`config.mk`:
```
export PLATFORM = sky130hd
export DESIGN_NAME = addr_latch_demux
export DESIGN_NICKNAME = d
export VERILOG_FILES = /design/src/rtl/addr_latch_demux_pkg.sv /design/src/rtl/alm_mode_dec.sv /design/src/rtl/alm_addr_dec.sv /design/src/rtl/alm_bit_cell.sv /design/src/rtl/addr_latch_demux.sv
export SDC_FILE = /design/constraint.sdc
export NUM_CORES = 1
export LEC_CHECK = 0
export BUFFER_PORTS_ARGS = -buffer_cell sky130_fd_sc_hd__buf_4
export CELL_PAD_IN_SITES_DETAIL_PLACEMENT = 1
export CELL_PAD_IN_SITES_GLOBAL_PLACEMENT = 2
export CORE_MARGIN = 4
export CORE_UTILIZATION = 23
export DETAILED_ROUTE_END_ITERATION = 10
export GPL_ROUTABILITY_DRIVEN = 0
export PLACE_DENSITY = 0.72
export REMOVE_ABC_BUFFERS = 1
export SLEW_MARGIN = 0
export SYNTH_ARGS = -nofsm -noshare
export SYNTH_HDL_FRONTEND = slang
export SYNTH_SLANG_ARGS = --single-unit
```
`constraint.sdc`:
```
create_clock -name clk -period 0.8 [get_ports clk]
set_input_delay 0.12 -clock clk [delete_from_list [all_inputs] [get_ports clk]]
set_output_delay 0.12 -clock clk [all_outputs]
set_load 0.05 [all_outputs]
```
`src/rtl/addr_latch_demux_pkg.sv`:
```
// Package: shared mode type for the addressable latch demultiplexer.
// Assumes: the two active-low controls map one-to-one onto four modes.
package addr_latch_demux_pkg;

    typedef enum logic [1:0] {
        MODE_STORE = 2'b00,
        MODE_WRITE = 2'b01,
        MODE_CLEAR = 2'b10,
        MODE_DEMUX = 2'b11
    } alm_mode_e;

endpackage

```
`src/rtl/alm_mode_dec.sv`:
```
// Module: alm_mode_dec
// Turns the active-low clear and enable controls into one mode code.
// Assumes: both controls are synchronous to the sampling clock.
module alm_mode_dec
    import addr_latch_demux_pkg::*;
(
    input  logic      clr_n,
    input  logic      en_n,
    output alm_mode_e mode
);

    // Map the control pair onto a mode.
    always_comb begin
        unique case ({clr_n, en_n})
            2'b11:   mode = MODE_STORE;
            2'b10:   mode = MODE_WRITE;
            2'b01:   mode = MODE_CLEAR;
            default: mode = MODE_DEMUX;
        endcase
    end

endmodule

```
`src/rtl/alm_addr_dec.sv`:
```
// Module: alm_addr_dec
// Binary-to-one-hot decoder; addr[0] is the least significant bit.
// Assumes: WIDTH equals 2**ADDR_W so every code selects exactly one line.
module alm_addr_dec #(
    parameter int ADDR_W = 3,
    localparam int WIDTH = 1 << ADDR_W
) (
    input  logic [ADDR_W-1:0] addr,
    output logic [WIDTH-1:0]  sel
);

    genvar gi;
    generate
        for (gi = 0; gi < WIDTH; gi++) begin : g_line
            localparam logic [ADDR_W-1:0] IDX = ADDR_W'(gi);
            // Raise line gi when the address equals its index.
            always_comb sel[gi] = (addr == IDX);
        end
    endgenerate

endmodule

```
`src/rtl/alm_bit_cell.sv`:
```
// Module: alm_bit_cell
// One storage bit. It decides from the mode and its select line whether to
// load din, hold, or drop to zero.
// Assumes: synchronous active-low reset; sel is one-hot across all cells.
module alm_bit_cell
    import addr_latch_demux_pkg::*;
(
    input  logic      clk,
    input  logic      rst_n,
    input  alm_mode_e mode,
    input  logic      sel,
    input  logic      din,
    output logic      bit_q
);

    logic nxt;

    // Compute the next value of this bit for the current mode.
    always_comb begin
        unique case (mode)
            MODE_WRITE: nxt = sel ? din : bit_q;
            MODE_DEMUX: nxt = sel & din;
            MODE_CLEAR: nxt = 1'b0;
            default:    nxt = bit_q;
        endcase
    end

    // Register the bit, clearing it on synchronous reset.
    always_ff @(posedge clk) begin
        if (!rst_n) bit_q <= 1'b0;
        else        bit_q <= nxt;
    end

endmodule

```
`src/rtl/addr_latch_demux.sv`:
```
// Module: addr_latch_demux (top)
// Eight-bit addressable latch with decode mode, built as a clocked model.
// It contains a mode decoder, an address decoder and one cell per bit.
// Assumes: addr changes only while en_n is high; all inputs sync to clk.
module addr_latch_demux
    import addr_latch_demux_pkg::*;
#(
    parameter int ADDR_W = 3,
    localparam int WIDTH = 1 << ADDR_W
) (
    input  logic              clk,
    input  logic              rst_n,
    input  logic              din,
    input  logic [ADDR_W-1:0] addr,
    input  logic              en_n,
    input  logic              clr_n,
    output logic [WIDTH-1:0]  q
);

    alm_mode_e        mode;
    logic [WIDTH-1:0] sel;

    alm_mode_dec u_mode (
        .clr_n (clr_n),
        .en_n  (en_n),
        .mode  (mode)
    );

    alm_addr_dec #(.ADDR_W(ADDR_W)) u_addr (
        .addr (addr),
        .sel  (sel)
    );

    genvar gb;
    generate
        for (gb = 0; gb < WIDTH; gb++) begin : g_bit
            alm_bit_cell u_cell (
                .clk   (clk),
                .rst_n (rst_n),
                .mode  (mode),
                .sel   (sel[gb]),
                .din   (din),
                .bit_q (q[gb])
            );
        end
    endgenerate

endmodule

```
After elaboration in Yosys (flattened, before gate mapping)
Index checks and enable logic that the tools add are counted.

Reductions and logical operators: 10. Equal/unequal tests: 21. Multiplexer cells: 17. Bitwise logic cells: 8.

Operators by type and width (number): $pmux W1 S3 (8); $ne A2 B1 Y1 const B (8); $reduce_and A2 Y1 (8); $eq A3 B3 Y1 const B (4); $and A1 B1 Y1 (8); $eq A2 B2 Y1 const B (4); $mux W1 (8); $eq A3 B2 Y1 const B (2); $pmux W2 S3 (1); $eq A2 B1 Y1 const B (2); $eq A3 B1 Y1 const B (1); $logic_not A3 Y1 (1); $reduce_bool A3 Y1 (1).

Register bits after elaboration: 8. Logic and storage cells: 64. Output and inout bits: 8.

Logic depth before layout (Yosys ltp)
Gate-level depths: netlist (run 1).

Depth after elaboration: 5. Gate-level depth with buffers: 3. Depth with buffers taken out: 2.

Cells and area by module
A second synthesis (run 1) with hierarchy kept.

Cells, all modules: 50. Area total of the unflattened synthesis: 422.9 um2.

By module, submodules not included: alm_bit_cell (seq. area each 20.0 um2, area an instance 43.8 um2, cells an instance 5, instances 8); alm_addr_dec (seq. area each 0.0 um2, area an instance 65.1 um2, cells an instance 8, instances 1); alm_mode_dec (seq. area each 0.0 um2, area an instance 7.5 um2, cells an instance 2, instances 1).

Worst setup path after synthesis (run 1)
Ideal clock, no wire load.

Path type: input to register. From: input addr[1]. To: register g_bit[1].u_cell.bit_q. Arrival time: 0.654 ns. Required time: 0.728 ns. Stages: 2. Setup slack: 0.074 ns. Path through: nor4b_1 -> mux2i_1.

Cells in the longest elaborated chain, start to end: 3. Elaborated cells on any way between the ends: 5.

Ends and longest elaborated chain: from (decl) (line addr_latch_demux.sv:14) `input logic [ADDR_W-1:0] addr,`; $eq A3 B1 Y1 * (line alm_addr_dec.sv:17) `always_comb sel[gi] = (addr == IDX);`; $and A1 B1 Y1 or $ne A2 B1 Y1 (tied branches); $pmux W1 S3 or $reduce_and A2 Y1 (tied branches); to (signal assigned) (line alm_bit_cell.sv:31) `else bit_q <= nxt;`; to (decl) (line alm_bit_cell.sv:13) `output logic bit_q`.

Every way passes the cells marked *; elsewhere a longest branch is shown, timed or not. A chain may end at the register's enable or synchronous reset.

Worst setup path in the final report (run 1)
From: register g_bit[0].u_cell.bit_q. To: output q[0].

RTL lines: from (decl) (line alm_bit_cell.sv:13); from (signal assigned) (line alm_bit_cell.sv:31); to (decl) (line addr_latch_demux.sv:17) `output logic [WIDTH-1:0] q`.

No word-level cell between the ends.

==> summary.txt, run 1 <==
Status
  – Status: finished with violations
  – Failing checks: setup timing

Yosys
  – Most common library cells after synthesis: 8 x buf_4, 8 x dfxtp_1, 8 x mux2i_1, 8 x nand3_1, 3 x nor4b_1
  – Yosys reg bits: 8
  – Leading area contributor after synthesis: dfxtp_1
  – Synth area leaders: dfxtp_1 37%, mux2i_1 19%, buf_4 14%
  – Yosys warns: 0
  – Syn_area_per_cell: 10.0 um2
  – Synth top area share: a little under two fifths
  – FFs w/ async S/R, synth: 0%
  – Synth Cell Area: 432 um2
  – Cell count after synthesis: between 40 and 50
  – Dominant synthesized flop cell: dfxtp_1
  – Number of synthesized flops with an enable pin: 0
  – Post-synthesis cell type count: 12
  – Sequential area share after synthesis: a little under two fifths

Setup path
  – Startpoint types: register
  – CP delay by family, top: flip-flops
  – CP startpoint: g_bit[0].u_cell.bit_q
  – Critical path, cell by cell: buf_8
  – Crit path DAT: ~0.74 ns
  – Largest stage delay on the critical path: around 0.35 ns
  – Max FO, Critical Path: 2
  – WP buf/inv: 1
  – R2R Path Start: g_bit[1].u_cell.bit_q
  – Slowest-stage cell, CP: dfxtp_2
  – CP Class: register to output pin
  – Critical Path End Type: output pin
  – Worst Path Required: ~0.68 ns

Clock network
  – CTS Buf Count: 3
  – Clk slew on worst S/H paths: approximately 0.06 ns
  – Clock insertion delay at the later pin of the skew report: 0.25 ns
  – H-Tree Depth: 1
  – Root Driver: clkbuf_4
  – Clock Tree Buf Depth: 2
  – CTS tree: built
  – Hold buffers post-CTS: 0
  – Clock sink count: 8

Layout
  – Multi-input gate area: ~200 um2
  – Post-route insts no fill: 80
  – FF/Latch Area: around 170 um2
  – Final nets: 65
  – Top reg by flops: g_bit.u_cell.bit_q
  – Design Area, Final: approximately 630 um2
  – Layout cell share with drive strength beyond 1: slightly below 60%
  – Max reg flops: 8
  – Fill count: 203
  – Antenna Cells: 0
  – Layout area overhead: 45.8%
  – Biggest regs: g_bit.u_cell.bit_q (8)

Die
  – Initial core utilization: approximately 25%
  – Row count: 15
  – Chip height: 51.3 um
  – IO Count: 16
  – Die area: roughly 2600 um2
  – Chip width: just over 50 um
  – Core area: roughly 1700 um2

Min path
  – Hold path startpoint: clr_n
  – Class of the worst hold path: input pin to register

STA
  – Setup-failing EPs final: 8
  – Crit share post-route: 107%
  – Fin Hold WS: just over 0.2 ns
  – Final min period: about 0.86 ns
  – Pins Over Slew Limit: 0
  – Highest clock rate: 1160 MHz
  – RSZ-0062 raised after global routing: true
  – Post-route worst setup slack: -0.0591 ns
  – Worst slew pin tran: approximately 0.39 ns
  – Final Hold Vio Count: 0
  – Setup Skew: 0 ns
  – Max-slew headroom: 73.8%

Route
  – DR DRC count: 0
  – Antenna Nets Post-Route: 0
  – Initial DRC count: 6
  – Router iterations before antenna repair: 3
  – Via density: 4.58
  – Final wirelength: slightly above 1000 um
  – Vias post-DR: 366
  – Routed wire length per instance: 12.9 um

Global route
  – Vias in the first global route: between 300 and 400
  – First-pass GRT wire length: roughly 1700 um
  – Largest net degree at the start of global routing: 9
  – Total GRT Usage: about 9%
  – Antenna violations before repair: 0
  – Global route total overflow: 0

Run
  – Maxcap violations: 0

Place
  – Cell Count Post-Placement: between 70 and 80
  – PortBufs: 15
  – Placed cell areas: between 500 and 600 um2
  – Pre-CTS setup slack: -0.184 ns

Pwr
  – Pwr per Cell Area: between 1000 and 1500 nW/um2
  – Leakage power: 0.248 nW
  – Maximum vdd drop: 414 uV
-- report_power, final --
| part | internal (W) | switching (W) | leakage (nW) |
|---|---|---|---|
| Sequential | 0.000406 | 0.00000502 | 0.0686 |
| Clock | 0.000171 | 0.000131 | 0.0138 |
| Combinational | 0.0000624 | 0.0000703 | 0.165 |
| Total | 0.000639 | 0.000206 | 0.248 |
-- stage by stage --
stage          power, W  util (%)  setup TNS (ns)
6_report       0.000846      36.1          -0.401
2_1_floorplan  0.000465         -          -0.930
4_1_cts        0.000861      34.3          -0.501
3_5_place_dp   0.000540      29.5          -0.576
3_3_place_gp   0.000538      29.5          -0.450
5_1_grt        0.000900      36.1          -0.659
-- cells in the final DEF (no fill, tap or decap), drive strengths merged --
cell type / synthesis / layout
buf: 9 / 19
mux2i: 8 / 8
nand3: 8 / 8
nor4: 1 / 1
nand4b: 1 / 1
nand2: 1 / 1
nor4b: 3 / 3
clkbuf: 1 / 3
dfxtp: 8 / 8
and4bb: 3 / 3
-- repair_timing --
| action | 4_1_cts | 5_1_grt |
|---|---|---|
| resized for setup | 20 | 4 |
| setup endpoints to repair | 8 | 8 |
| buffers inserted | 1 | 2 |
| cloned | 0 | 0 |
| hold endpoints to repair | 0 | 0 |
-- area by class of cell --
class                           count  share of cell area, %
Timing Repair Buffer               19                   32.2
Sequential cell                     8                   27.0
Tap cell                           25                   4.97
Clock buffer                        3                   3.58
Multi-Input combinational cell     25                   32.2
-- logic make-up after synthesis --
| family | share of synthesized area (%) |
|---|---|
| buf+inv | 15.9 |
| flops | 37.1 |
| mux | 18.6 |
| simple gates | 28.4 |
-- routing by layer --
layer  vias up  share of wire [%]  track usage, %
li1        178                  -               -
met1       177                 43            9.44
met2        11                 50            15.5
met3         0                7.8            2.92
met4         0                  0            3.93
met5         -                  0               0
-- worst paths after layout --
path                            to  slack (ns)  cells past startpoint
min          g_bit[4].u_cell.bit_q        0.20                      3
max                           q[0]       -0.06                      1
min reg2reg  g_bit[4].u_cell.bit_q        0.48                      2
max reg2reg  g_bit[1].u_cell.bit_q        0.11                      3
Note: power is estimated with default switching activity, not from simulation.
==> inputs of run 2 (changes only) <==
- PLACE_DENSITY: 0.72 -> 0.64
==> run 2 against run 1 <==
Sequential power barely moved. First-iteration DRC count fell by 100%. Routed wire length fell by 0.97%. Hold slack got worse by 0.019 ns. Critical path type unchanged. The run still ends with setup timing left. Via count fell by 3.3%. Fmax fell by 0.75%.
==> summary.txt, run 2 (synthesis gave the netlist of run 1 again) <==
STA
  – Highest clock rate: 1160 MHz (about the same)
  – RSZ-0062 raised after global routing: true (unchanged)
  – TNS Setup: -0.449 ns (was -0.401 ns)
  – Crit share post-route: 108% (was 107%)
  – Max-slew headroom: 76.4% (was 73.8%)
  – Setup-failing EPs final: 8 (unchanged)
  – Final min period: 0.866 ns (was 0.859 ns)
  – Worst slew pin tran: 0.350 ns (was 0.387 ns)
  – Final Hold Vio Count: 0 (unchanged)
  – Pins Over Slew Limit: 0 (unchanged)
  – Setup Skew: 0 ns (unchanged)
  – Post-route worst setup slack: -0.0656 ns (was -0.0591 ns)

Route
  – Via density: 4.27 (was 4.58)
  – Antenna Nets Post-Route: 0 (unchanged)
  – Initial DRC count: 0 (was 6)
  – Routed wire length per instance: 12.3 um (was 12.9 um)
  – Final wirelength: 1020 um (was 1030 um)
  – Router iterations before antenna repair: 1 (was 3)
  – DR DRC count: 0 (unchanged)
  – Vias post-DR: 354 (was 366)

Min path
  – Hold endpoint: g_bit[2].u_cell.bit_q (was g_bit[4].u_cell.bit_q)
  – Class of the worst hold path: input pin to register (unchanged)
  – Hold path startpoint: addr[0] (was clr_n)
  – Hold Path Depth: 3 (unchanged)

Clock network
  – CTS tree: built (unchanged)
  – H-Tree Depth: 1 (unchanged)
  – Clock sink count: 8 (unchanged)
  – Clk slew on worst S/H paths: 0.06 ns (about the same)
  – Clock Tree Buf Depth: 2 (unchanged)
  – Clock insertion delay at the later pin of the skew report: 0.25 ns (about the same)
  – Hold buffers post-CTS: 0 (unchanged)
  – Root Driver: clkbuf_4 (unchanged)
  – CTS Buf Count: 3 (unchanged)

Setup path
  – Largest stage delay on the critical path: 0.35 ns (about the same)
  – Critical path, cell by cell: buf_8 (unchanged)
  – Critical Path End Type: output pin (unchanged)
  – R2R Path Start: g_bit[6].u_cell.bit_q (was g_bit[1].u_cell.bit_q)
  – Slowest-stage cell, CP: dfxtp_2 (unchanged)
  – CP delay by family, top: flip-flops (unchanged)
  – Crit. path cell count: 1 (unchanged)
  – Reg2Reg Capture Point: g_bit[6].u_cell.bit_q (was g_bit[1].u_cell.bit_q)
  – Worst Path Required: 0.68 ns (about the same)
  – Startpoint types: register (unchanged)
  – Max FO, Critical Path: 2 (unchanged)
  – CP Class: register to output pin (unchanged)
  – R2R cell count: 3 (unchanged)
  – WP buf/inv: 1 (unchanged)
  – Crit path DAT: 0.75 ns (was 0.74 ns)
  – Reg2Reg Setup Slack: 0.11 ns (about the same)

Place
  – Post-DP HPWL: 739 um
  – PortBufs: 15 (unchanged)

Global route
  – First-pass GRT wire length: 1700 um (was 1690 um)
  – Antenna violations before repair: 0 (unchanged)
  – Global route total overflow: 0 (unchanged)
  – Total GRT Usage: 8.87% (was 8.78%)
  – Largest net degree at the start of global routing: 9 (unchanged)
  – Vias in the first global route: 372 (was 376)

Layout
  – Top reg by flops: g_bit.u_cell.bit_q (unchanged)
  – Final nets: 68 (was 65)
  – Antenna Cells: 0 (unchanged)
  – Layout area overhead: 53.0% (was 45.8%)
  – Commonest non-fill, non-tap cell in the layout: buf_4 (unchanged)
  – Biggest regs: g_bit.u_cell.bit_q (8) (unchanged)
  – Max reg flops: 8 (unchanged)
  – Post-Route Utilization: 37.8% (was 36.1%)
  – Layout cell share with drive strength beyond 1: 63.8% (was 58.2%)
  – Commonest cells after routing, fill and taps aside: 14 x buf_4, 8 x nand3_1, 8 x mux2i_1, 8 x dfxtp_2, 7 x buf_8 (was 11 x buf_4, 8 x nand3_1, 8 x mux2i_1, 8 x dfxtp_2, 8 x buf_8)
  – Fill count: 208 (was 203)

Die
  – Core area: 1750 um2 (unchanged)
  – IO Count: 16 (unchanged)
  – Die area: 2630 um2 (unchanged)
  – Initial core utilization: 24.7% (unchanged)
  – Chip width: 51.3 um (unchanged)
  – Row count: 15 (unchanged)
  – Chip height: 51.3 um (unchanged)

Pwr
  – Comb pwr share: 17.0% (was 15.7%)
  – Leakage power: 0.264 nW (was 0.248 nW)
  – Pwr per Cell Area: 1310 nW/um2 (was 1340 nW/um2)
  – Switching power total: 0.000217 W (was 0.000206 W)
  – Switching Fraction: 25.0% (was 24.4%)
  – Internal power: 0.000651 W (was 0.000639 W)
  – Flop pwr share: 47.3% (was 48.6%)
  – Clock power frac: 35.8% (about the same)
  – Maximum vdd drop: 647 uV (was 414 uV)

Run
  – Maxcap violations: 0 (unchanged)

Status
  – Status: finished with violations (unchanged)
  – Failing checks: setup timing (unchanged)
==> run 2: cell count changes in the layout (fill, tap and decap cells not counted), sizes merged <==
cell,delta
buf,+3
==> run 2: per-stage QoR <==
stage / instance area, um2 / hold WS (ns) / total power [W] / setup WS [ns] / std cells
5_1_grt: 661 / 0.189 / 0.000915 / -0.0999 / 83
2_1_floorplan: 363 / 0.287 / 0.000465 / -0.122 / 33
6_report: 661 / 0.183 / 0.000869 / -0.0656 / 83
3_3_place_gp: 552 / 0.456 / 0.000551 / -0.252 / 79
3_5_place_dp: 552 / 0.457 / 0.000552 / -0.219 / 79
4_1_cts: 647 / 0.177 / 0.000891 / -0.0785 / 83
==> run 2: cell type report <==
type,instances,area (um2),share of cell area (%)
Clock buffer,3,22.5,3.41
Sequential cell,8,170,25.8
Multi-Input combinational cell,25,215,32.6
Timing Repair Buffer,22,221,33.5
Tap cell,25,31.3,4.73
==> run 2: what timing repair did <==
| action | in CTS | in global routing |
|---|---|---|
| pin swaps | 0 | 0 |
| buffers inserted | 1 | 0 |
| hold endpoints to repair | 0 | 0 |
| resized for setup | 22 | 3 |
| endpoints found under the setup margin | 9 | 9 |
==> run 2: worst max path at each step <==
stage	start	to	slack (ns)
after global placement	addr[1]	g_bit[1].u_cell.bit_q	-0.25
after CTS	g_bit[5].u_cell.bit_q	q[5]	-0.08
after detailed placement	addr[1]	g_bit[1].u_cell.bit_q	-0.22
final	g_bit[4].u_cell.bit_q	q[4]	-0.07
after global routing	g_bit[4].u_cell.bit_q	q[4]	-0.1
after floorplan	g_bit[7].u_cell.bit_q	g_bit[7].u_cell.bit_q	-0.12
==> run 2: per-layer routing <==
layer / up-vias / wire length [um] / GRT usage [%]
li1: 182 / - / -
met1: 160 / 505 / 12.2
met2: 10 / 443 / 12.0
met3: 2 / 69 / 2.62
met4: 0 / 5 / 5.24
met5: - / 0 / 0
==> run 2: power by group through the flow <==
stage / sequential [W] / combinational, W / clock [W]
2_1_floorplan: 0.000436 / 0.0000286 / 0
3_3_place_gp: 0.000416 / 0.000135 / 0
3_5_place_dp: 0.000416 / 0.000136 / 0
4_1_cts: 0.000410 / 0.000146 / 0.000335
5_1_grt: 0.000411 / 0.000160 / 0.000344
6_report: 0.000410 / 0.000147 / 0.000311
